[config.mk]
export PLATFORM = sky130hd
export DESIGN_NAME = uart_rx_brk
export DESIGN_NICKNAME = d
export VERILOG_FILES = /design/src/rtl/uart_rx_pkg.sv /design/src/rtl/rx_tick_sel.sv /design/src/rtl/rx_break_det.sv /design/src/rtl/rx_frame_fsm.sv /design/src/rtl/uart_rx_brk.sv
export SDC_FILE = /design/constraint.sdc
export NUM_CORES = 1
export LEC_CHECK = 0
export ABC_AREA = 1
export CAP_MARGIN = 15
export CORE_ASPECT_RATIO = 1.75
export CORE_MARGIN = 1.5
export CORE_UTILIZATION = 40
export DETAILED_ROUTE_END_ITERATION = 12
export HOLD_SLACK_MARGIN = 0.1
export PLACE_DENSITY = 0.71
export SYNTH_ARGS = -nofsm -noshare
export SYNTH_HDL_FRONTEND = slang
export SYNTH_SLANG_ARGS = --single-unit
[constraint.sdc]
create_clock -name clk -period 3.05 [get_ports clk]
set_clock_uncertainty 0.1 [all_clocks]
set_input_delay 0.305 -clock clk [delete_from_list [all_inputs] [get_ports clk]]
set_output_delay 0.305 -clock clk [all_outputs]
set_load 0.05 [all_outputs]
[src/rtl/uart_rx_pkg.sv]
package uart_rx_pkg;
    typedef enum logic [2:0] {
        ST_IDLE  = 3'd0,
        ST_START = 3'd1,
        ST_DATA  = 3'd2,
        ST_NINTH = 3'd3,
        ST_STOP  = 3'd4
    } rx_state_t;
endpackage

[src/rtl/rx_tick_sel.sv]
module rx_tick_sel (
    input  logic clk,
    input  logic rst_n,
    input  logic sel_gen,
    input  logic gen_tick,
    input  logic t1_ovf,
    input  logic dbl_speed,
    output logic tick
);
    logic half_q;

    // half_q toggles on every overflow; in half-speed mode only odd overflows pass
    always_ff @(posedge clk or negedge rst_n) begin
        if (!rst_n)
            half_q <= 1'b0;
        else if (t1_ovf)
            half_q <= ~half_q;
    end

    always_comb begin
        if (sel_gen)
            tick = gen_tick;
        else if (dbl_speed)
            tick = t1_ovf;
        else
            tick = t1_ovf & half_q;
    end
endmodule

[src/rtl/rx_break_det.sv]
module rx_break_det #(
    parameter int OVS      = 16,
    parameter int BRK_BITS = 11
) (
    input  logic clk,
    input  logic rst_n,
    input  logic tick,
    input  logic line,
    output logic brk_pulse
);
    localparam int BRK_TICKS = BRK_BITS * OVS;
    localparam int BRK_W     = $clog2(BRK_TICKS + 1);

    logic [BRK_W-1:0] low_cnt;
    logic             armed;

    always_ff @(posedge clk or negedge rst_n) begin
        if (!rst_n) begin
            low_cnt   <= '0;
            armed     <= 1'b1;
            brk_pulse <= 1'b0;
        end else begin
            brk_pulse <= 1'b0;
            if (line) begin
                low_cnt <= '0;
                armed   <= 1'b1;
            end else if (tick && armed) begin
                if (low_cnt == BRK_W'(BRK_TICKS - 1)) begin
                    brk_pulse <= 1'b1;
                    armed     <= 1'b0;
                    low_cnt   <= '0;
                end else begin
                    low_cnt <= low_cnt + 1'b1;
                end
            end
        end
    end
endmodule

[src/rtl/rx_frame_fsm.sv]
module rx_frame_fsm
    import uart_rx_pkg::*;
#(
    parameter int OVS    = 16,
    parameter int DATA_W = 8
) (
    input  logic              clk,
    input  logic              rst_n,
    input  logic              tick,
    input  logic              line,
    input  logic              nine_mode,
    output rx_state_t         state_o,
    output logic              frame_done,
    output logic [DATA_W-1:0] frame_data,
    output logic              frame_bit8,
    output logic              frame_stop
);
    localparam int CNT_W = $clog2(OVS);
    localparam int IDX_W = (DATA_W > 1) ? $clog2(DATA_W) : 1;
    localparam int MID   = OVS / 2;

    rx_state_t         state, state_n;
    logic [CNT_W-1:0]  cnt;
    logic [IDX_W-1:0]  idx;
    logic [DATA_W-1:0] shreg;
    logic              bit8_q;
    logic              s_a, s_b;
    logic              line_q;
    logic              fall, at_vote, at_end, vote, last_bit;

    assign fall     = line_q & ~line;
    assign at_vote  = tick && (cnt == CNT_W'(MID + 1));
    assign at_end   = tick && (cnt == CNT_W'(OVS - 1));
    assign vote     = (s_a & s_b) | (s_a & line) | (s_b & line);
    assign last_bit = (idx == IDX_W'(DATA_W - 1));
    assign state_o  = state;

    // state register
    always_ff @(posedge clk or negedge rst_n) begin
        if (!rst_n)
            state <= ST_IDLE;
        else
            state <= state_n;
    end

    // transitions
    always_comb begin
        state_n = state;
        unique case (state)
            ST_IDLE:  if (fall) state_n = ST_START;
            ST_START: begin
                if (at_vote && vote)
                    state_n = ST_IDLE;
                else if (at_end)
                    state_n = ST_DATA;
            end
            ST_DATA:  if (at_end && last_bit) state_n = nine_mode ? ST_NINTH : ST_STOP;
            ST_NINTH: if (at_end) state_n = ST_STOP;
            ST_STOP:  if (at_vote) state_n = ST_IDLE;
            default:  state_n = ST_IDLE;
        endcase
    end

    // outputs and datapath
    always_ff @(posedge clk or negedge rst_n) begin
        if (!rst_n) begin
            cnt        <= '0;
            idx        <= '0;
            shreg      <= '0;
            bit8_q     <= 1'b0;
            s_a        <= 1'b1;
            s_b        <= 1'b1;
            line_q     <= 1'b1;
            frame_done <= 1'b0;
            frame_data <= '0;
            frame_bit8 <= 1'b0;
            frame_stop <= 1'b1;
        end else begin
            line_q     <= line;
            frame_done <= 1'b0;
            if (state == ST_IDLE) begin
                cnt <= '0;
                idx <= '0;
            end else if (tick) begin
                cnt <= (cnt == CNT_W'(OVS - 1)) ? '0 : cnt + 1'b1;
                if (cnt == CNT_W'(MID - 1)) s_a <= line;
                if (cnt == CNT_W'(MID))     s_b <= line;
            end
            unique case (state)
                ST_DATA: begin
                    if (at_vote) shreg <= {vote, shreg[DATA_W-1:1]};
                    if (at_end)  idx   <= idx + 1'b1;
                end
                ST_NINTH: if (at_vote) bit8_q <= vote;
                ST_STOP: begin
                    if (at_vote) begin
                        frame_done <= 1'b1;
                        frame_data <= shreg;
                        frame_bit8 <= nine_mode ? bit8_q : 1'b0;
                        frame_stop <= vote;
                    end
                end
                default: ;
            endcase
        end
    end
endmodule

[src/rtl/uart_rx_brk.sv]
module uart_rx_brk
    import uart_rx_pkg::*;
#(
    parameter int OVS      = 16,
    parameter int DATA_W   = 8,
    parameter int BRK_BITS = 11
) (
    input  logic              clk,
    input  logic              rst_n,
    input  logic              rxd,
    input  logic              sel_gen,
    input  logic              gen_tick,
    input  logic              t1_ovf,
    input  logic              dbl_speed,
    input  logic              nine_mode,
    input  logic              fe_sel,
    input  logic              sm0_bit,
    input  logic              brk_rst_en,
    input  logic              clr_done,
    input  logic              clr_fe,
    input  logic              clr_brk,
    output logic [DATA_W-1:0] rx_data,
    output logic              rx_bit8,
    output logic              rx_done,
    output logic              fe_flag,
    output logic              brk_flag,
    output logic              scon7,
    output logic              reset_req
);
    logic              sync1, line_s;
    logic              tick;
    logic              brk_pulse;
    logic              f_done, f_bit8, f_stop;
    logic [DATA_W-1:0] f_data;
    rx_state_t         fsm_state;

    always_ff @(posedge clk or negedge rst_n) begin
        if (!rst_n) begin
            sync1  <= 1'b1;
            line_s <= 1'b1;
        end else begin
            sync1  <= rxd;
            line_s <= sync1;
        end
    end

    rx_tick_sel u_tick (
        .clk(clk), .rst_n(rst_n), .sel_gen(sel_gen), .gen_tick(gen_tick),
        .t1_ovf(t1_ovf), .dbl_speed(dbl_speed), .tick(tick)
    );

    rx_frame_fsm #(.OVS(OVS), .DATA_W(DATA_W)) u_fsm (
        .clk(clk), .rst_n(rst_n), .tick(tick), .line(line_s),
        .nine_mode(nine_mode), .state_o(fsm_state), .frame_done(f_done),
        .frame_data(f_data), .frame_bit8(f_bit8), .frame_stop(f_stop)
    );

    rx_break_det #(.OVS(OVS), .BRK_BITS(BRK_BITS)) u_brk (
        .clk(clk), .rst_n(rst_n), .tick(tick), .line(line_s),
        .brk_pulse(brk_pulse)
    );

    // status register: set wins over clear
    always_ff @(posedge clk or negedge rst_n) begin
        if (!rst_n) begin
            rx_data   <= '0;
            rx_bit8   <= 1'b0;
            rx_done   <= 1'b0;
            fe_flag   <= 1'b0;
            brk_flag  <= 1'b0;
            reset_req <= 1'b0;
        end else begin
            reset_req <= brk_pulse & brk_rst_en;
            if (f_done) begin
                rx_data <= f_data;
                rx_bit8 <= f_bit8;
                rx_done <= 1'b1;
            end else if (clr_done) begin
                rx_done <= 1'b0;
            end
            if (f_done && !f_stop) fe_flag <= 1'b1;
            else if (clr_fe)       fe_flag <= 1'b0;
            if (brk_pulse)         brk_flag <= 1'b1;
            else if (clr_brk)      brk_flag <= 1'b0;
        end
    end

    assign scon7 = fe_sel ? fe_flag : sm0_bit;
endmodule

# Yosys cells after proc, flatten, opt, wreduce, memory -nomap -nowiden
# Cells that the tools add are included.
[word_totals]
inputBits = 14
reg_bits = 59
out_inout_bits = 14
wordCells = 109
[classes]
n_eq_ne = 15
n_reduce_logical = 21
bitwise_logic = 11
n_addsub = 3
muxes = 35
[op_table]
columns = ["op", "count"]
rows = [
  ["3-bit 2-to-1 mux", 10],
  ["8-bit 2-to-1 mux", 3],
  ["1-bit 2-to-1 mux", 18],
  ["3-bit one-hot mux with 5 select lines", 1],
  ["4-bit equality test (second input constant)", 3],
  ["4-bit 2-to-1 mux", 3],
  ["2-bit nonzero test", 6],
  ["8-bit by 1-bit adder with 8-bit output (second input constant)", 1],
  ["8-bit equality test (second input constant)", 1],
  ["2-bit by 1-bit inequality test with 1-bit output (second input constant)", 4],
  ["2-bit AND reduction", 4],
  ["1-bit AND", 6],
  ["3-bit by 2-bit equality test with 1-bit output (second input constant)", 2],
  ["3-bit equality test (second input constant)", 2],
  ["1-bit logical AND", 6],
  ["3-bit AND reduction", 2],
  ["5-bit AND reduction", 1],
  ["4-bit by 1-bit adder with 4-bit output (second input constant)", 1],
  ["4-bit by 3-bit equality test with 1-bit output (second input constant)", 1],
  ["3-bit by 1-bit adder with 3-bit output (second input constant)", 1],
  ["3-bit by 1-bit equality test with 1-bit output (second input constant)", 1],
  ["3-bit logical NOT", 1],
  ["3-bit by 1-bit inequality test with 1-bit output (second input constant)", 1],
  ["1-bit NOT", 3],
  ["other kinds (2)", 3],
]

# Longest topological paths before layout
[logic_depth]
ltp_word = 7
depth_mapped = 10
mapped_depth_nobuf = 10

# Hierarchy
# From an unflattened synthesis, not the netlist that was laid out.
[unflattened]
cells_unflattened = 309
area_unflattened_um2 = 2725.1
[by_module_without_submodules]
columns = ["mod", "area_each_um2", "cells_per_inst", "instances", "seq_area_each_um2"]
rows = [
  ["rx_frame_fsm", 1551.5, 171, 1, 830.8],
  ["uart_rx_brk", 561.8, 62, 1, 377.9],
  ["rx_break_det", 545.5, 66, 1, 251.5],
  ["rx_tick_sel", 66.3, 10, 1, 25.0],
]

# Worst setup path after synthesis
# OpenSTA, ideal clock, no wires.
[synth_timing]
path_kind = "flip-flop to output port"
start = "reg fe_flag"
end = "out scon7"
stages_incl_launch_ff = 3
slack_ns = 1.150
t_required_ns = 2.645
arrival_ns = 1.495
path_buffers = 0
cell_sequence = "dfrtp_1 > inv_1 > a21oi_1"
[synth_between]
elab_chain_cells = 1
[synth_rtl]
columns = ["element", "line_no", "rtl"]
rows = [
  ["start, declared", "uart_rx_brk.sv:25", "output logic fe_flag,"],
  ["start signal, assigned", "uart_rx_brk.sv:69", "fe_flag <= 1'b0;"],
  ["start signal, assigned", "uart_rx_brk.sv:81", "if (f_done && !f_stop) fe_flag <= 1'b1;"],
  ["start signal, assigned", "uart_rx_brk.sv:82", "else if (clr_fe) fe_flag <= 1'b0;"],
  ["1-bit 2-to-1 mux", "uart_rx_brk.sv:88", "assign scon7 = fe_sel ? fe_flag : sm0_bit;"],
  ["end, declared", "uart_rx_brk.sv:27", "output logic scon7,"],
]
# Every way passes these cells.

# Final worst setup path
[layout_timing]
start = "in fe_sel"
end = "out scon7"
[layout_between]
elab_chain_cells = 1
[layout_rtl]
columns = ["element", "line_no", "rtl"]
rows = [
  ["start, declared", "uart_rx_brk.sv:16", "input logic fe_sel,"],
  ["1-bit 2-to-1 mux", "uart_rx_brk.sv:88", ""],
]
# Every way passes these cells.

==> flow_summary.json <==
{
  "p_per_area_nw_per_um2": 680,
  "grt.total_usage_pct": 15.6,
  "worst_ir_drop_vdd_v": 0.000334,
  "synthesis.yosys.warnings": 0,
  "cts_resized": 0,
  "dieArea_um2": 7320,
  "buffer_ports.inserted": 27,
  "h-tree-depth": 3,
  "finalWeightedCongestion": 0.816,
  "initial_utilization_pct": 41.6,
  "route.antenna.remaining_nets": 0,
  "final_hold_viol_count": 0,
  "layout_commonest_cell": "sky130_fd_sc_hd__nand2_1",
  "run_status": "finished, final reports clean",
  "antenna_cells": 0,
  "num_cts_buffers": 9,
  "die_height_um": 112,
  "avgViaCountPerCell": 4.91,
  "grt_first_pass_wirelength_um": 8740,
  "slew_violations": 0,
  "layout-area-overhead-vs-synth_pct": 23.6,
  "setup_viol": 0,
  "holdWs_ps": 255,
  "numPlacedInstances": 417,
  "setup-tns-final_ps": 0,
  "worst-endpoint-arrival_ps": 1730,
  "grt_pass1_vias": 2067,
  "layout_fillers": 639,
  "maxCapViolations": 0,
  "synth_area_um2": 2720,
  "cts.root.buffer_cell": "sky130_fd_sc_hd__clkbuf_16",
  "seq_area_frac_synth_pct": 54.6,
  "cts_tree": "built",
  "vias": 2125,
  "setup.worst_path.end_class": "primary output",
  "maxSlewHeadroom_pct": 55.4,
  "grt.overflow.total": 0,
  "drt_iter0_markers": 84,
  "detail_route.wirelength_um": 4950,
  "grt_setup_unrepaired": "false",
  "timing.critical_path.from_type": "input pin",
  "hold_path.class": "reg -> reg",
  "postSynthAreaPerCell_um2": 8.66,
  "die_width_um": 65.3,
  "detail_route.drc_violations": 0,
  "worstSetupPathType": "in -> out",
  "final_area_um2": 3360,
  "final_period_util_pct": 70.1,
  "placed_cell_area_um2": 3060,
  "clock_latency_ps": 320,
  "power.static_leakage_nw": 1.65,
  "mappedNetlistNets": 334,
  "cts.path.max_buffers": 2,
  "yosys_register_bits": 59,
  "drive_gt1_share_pct": 12.0,
  "antenna_found_initial": 0,
  "clock_sink_count": 59,
  "synth-async-reset-ratio_pct": 100,
  "synthDistinctLibCells": 30,
  "fp-row-count": 39,
  "path_clk_slew_ps": 50,
  "synth_enable_flop_cells": 0,
  "fin_cells": 433,
  "fin_util_pct": 51.4,
  "finish.net_count": 367,
  "pin_count_of_the_biggest_net_entering_global_routing": 33,
  "worst_pin_slew_ps": 670,
  "dp_hpwl_um": 3550,
  "dr.pass1.iters": 4,
  "crit_fanout": 2,
  "required_ps": 2640,
  "min_period_ps": 2140,
  "io-pin-count": 28,
  "synthCells": 314,
  "post_drt_wl_per_cell_um": 11.4,
  "layout_common_cells": "sky130_fd_sc_hd__nand2_1 (87), sky130_fd_sc_hd__dfrtp_1 (52), sky130_fd_sc_hd__inv_1 (42)",
  "core-area_um2": 6540,
  "max_freq_mhz": 468,
  "postSynth.topFlopCell": "sky130_fd_sc_hd__dfrtp_1"
}
==> per-stage QoR <==
step | total power [mW] | setup WS [ps]
after global placement | 1.31 | 912
final | 2.28 | 913
after global routing | 2.41 | 805
after floorplan | 1.22 | 1150
after detailed placement | 1.32 | 821
after CTS | 2.31 | 903
==> sequential cells by signal, indices dropped and copies added (netlist names), 3 cells and up <==
name and count:
u_fsm.idx 3, u_fsm.cnt 4, u_brk.low_cnt 8, u_fsm.frame_data 8, u_fsm.shreg 8, u_fsm.state_o 3
rx_data 8
==> area by class of cell <==
cell class              count  area (um^2)  area share, %
clock buffers              12          246           7.34
clock inverters             3         40.0           1.19
inverters                  48          183           5.44
multi-input cells         200         1010           30.0
flip-flops and latches     59         1490           44.2
well taps                  82          103           3.05
repair buffers             29          295           8.79
==> cell usage after synthesis (2+ instances only) <==
cell type / count / area, um^2
sky130_fd_sc_hd__o21ai_0: 30 / 150
sky130_fd_sc_hd__clkbuf_1: 3 / 11.3
sky130_fd_sc_hd__nand2_2: 5 / 31.3
sky130_fd_sc_hd__buf_2: 2 / 10.0
sky130_fd_sc_hd__nand2_1: 87 / 327
sky130_fd_sc_hd__nor2_1: 15 / 56.3
sky130_fd_sc_hd__nand4_1: 5 / 31.3
sky130_fd_sc_hd__inv_2: 5 / 18.8
sky130_fd_sc_hd__ha_1: 6 / 75.1
sky130_fd_sc_hd__nor3_1: 2 / 10.0
sky130_fd_sc_hd__dfstp_2: 7 / 184
sky130_fd_sc_hd__buf_6: 2 / 22.5
sky130_fd_sc_hd__inv_1: 42 / 158
sky130_fd_sc_hd__a22oi_1: 2 / 15.0
sky130_fd_sc_hd__a21oi_1: 6 / 30.0
sky130_fd_sc_hd__nand3_1: 26 / 130
sky130_fd_sc_hd__nand2_4: 2 / 22.5
sky130_fd_sc_hd__nor2_4: 3 / 33.8
sky130_fd_sc_hd__o21ai_1: 2 / 10.0
sky130_fd_sc_hd__dfrtp_1: 52 / 1300
==> critical path, cell delays in order <==
cell	delay, ps
sky130_fd_sc_hd__clkdlybuf4s50_1	470
sky130_fd_sc_hd__nor2_1	40
sky130_fd_sc_hd__a21oi_1	100
sky130_fd_sc_hd__clkdlybuf4s50_1	810
==> what timing repair did <==
item | CTS | global route
endpoints found under the hold margin | 21 | 0
buffers inserted | 0 | 0
hold buffers | 1 | 0
==> power by group <==
| group | leakage [nW] | internal (mW) | switching (mW) |
|---|---|---|---|
| sequential | 0.760 | 0.914 | 0.0827 |
| clock | 0.142 | 0.646 | 0.327 |
| combinational | 0.748 | 0.120 | 0.194 |
==> routing by layer <==
metal / global-route usage [%] / up-vias / part of all wire, %
met5: 0 / - / 0
met4: 9.86 / 0 / 2.6
li1: - / 1058 / -
met2: 27.1 / 34 / 55
met3: 3.61 / 11 / 2.3
met1: 16.4 / 1022 / 40
==> worst paths after layout <==
path	from	to	slack [ps]	depth (start not counted)
setup / recovery	fe_sel	scon7	910	4
hold / removal	sync1	line_s	250	0
setup reg to reg	u_fsm.cnt[1]	u_fsm.frame_bit8	1050	6
hold reg to reg	sync1	line_s	250	0
max in group asynchronous	rst_n	u_fsm.frame_stop	1740	3
min in group asynchronous	rst_n	u_fsm.idx[1]	460	2
==> kinds of logic (layout without fill, tap and decap cells) <==
group,after synthesis,in the layout,share of synthesized area (%)
buf+inv,55,92,8.33
compound gates,44,44,8.79
flops,59,59,54.6
simple gates,148,148,24.9
fa+ha+maj,6,6,2.76
xor+xnor,2,2,0.644
Note: power is estimated with default switching activity, not from simulation.
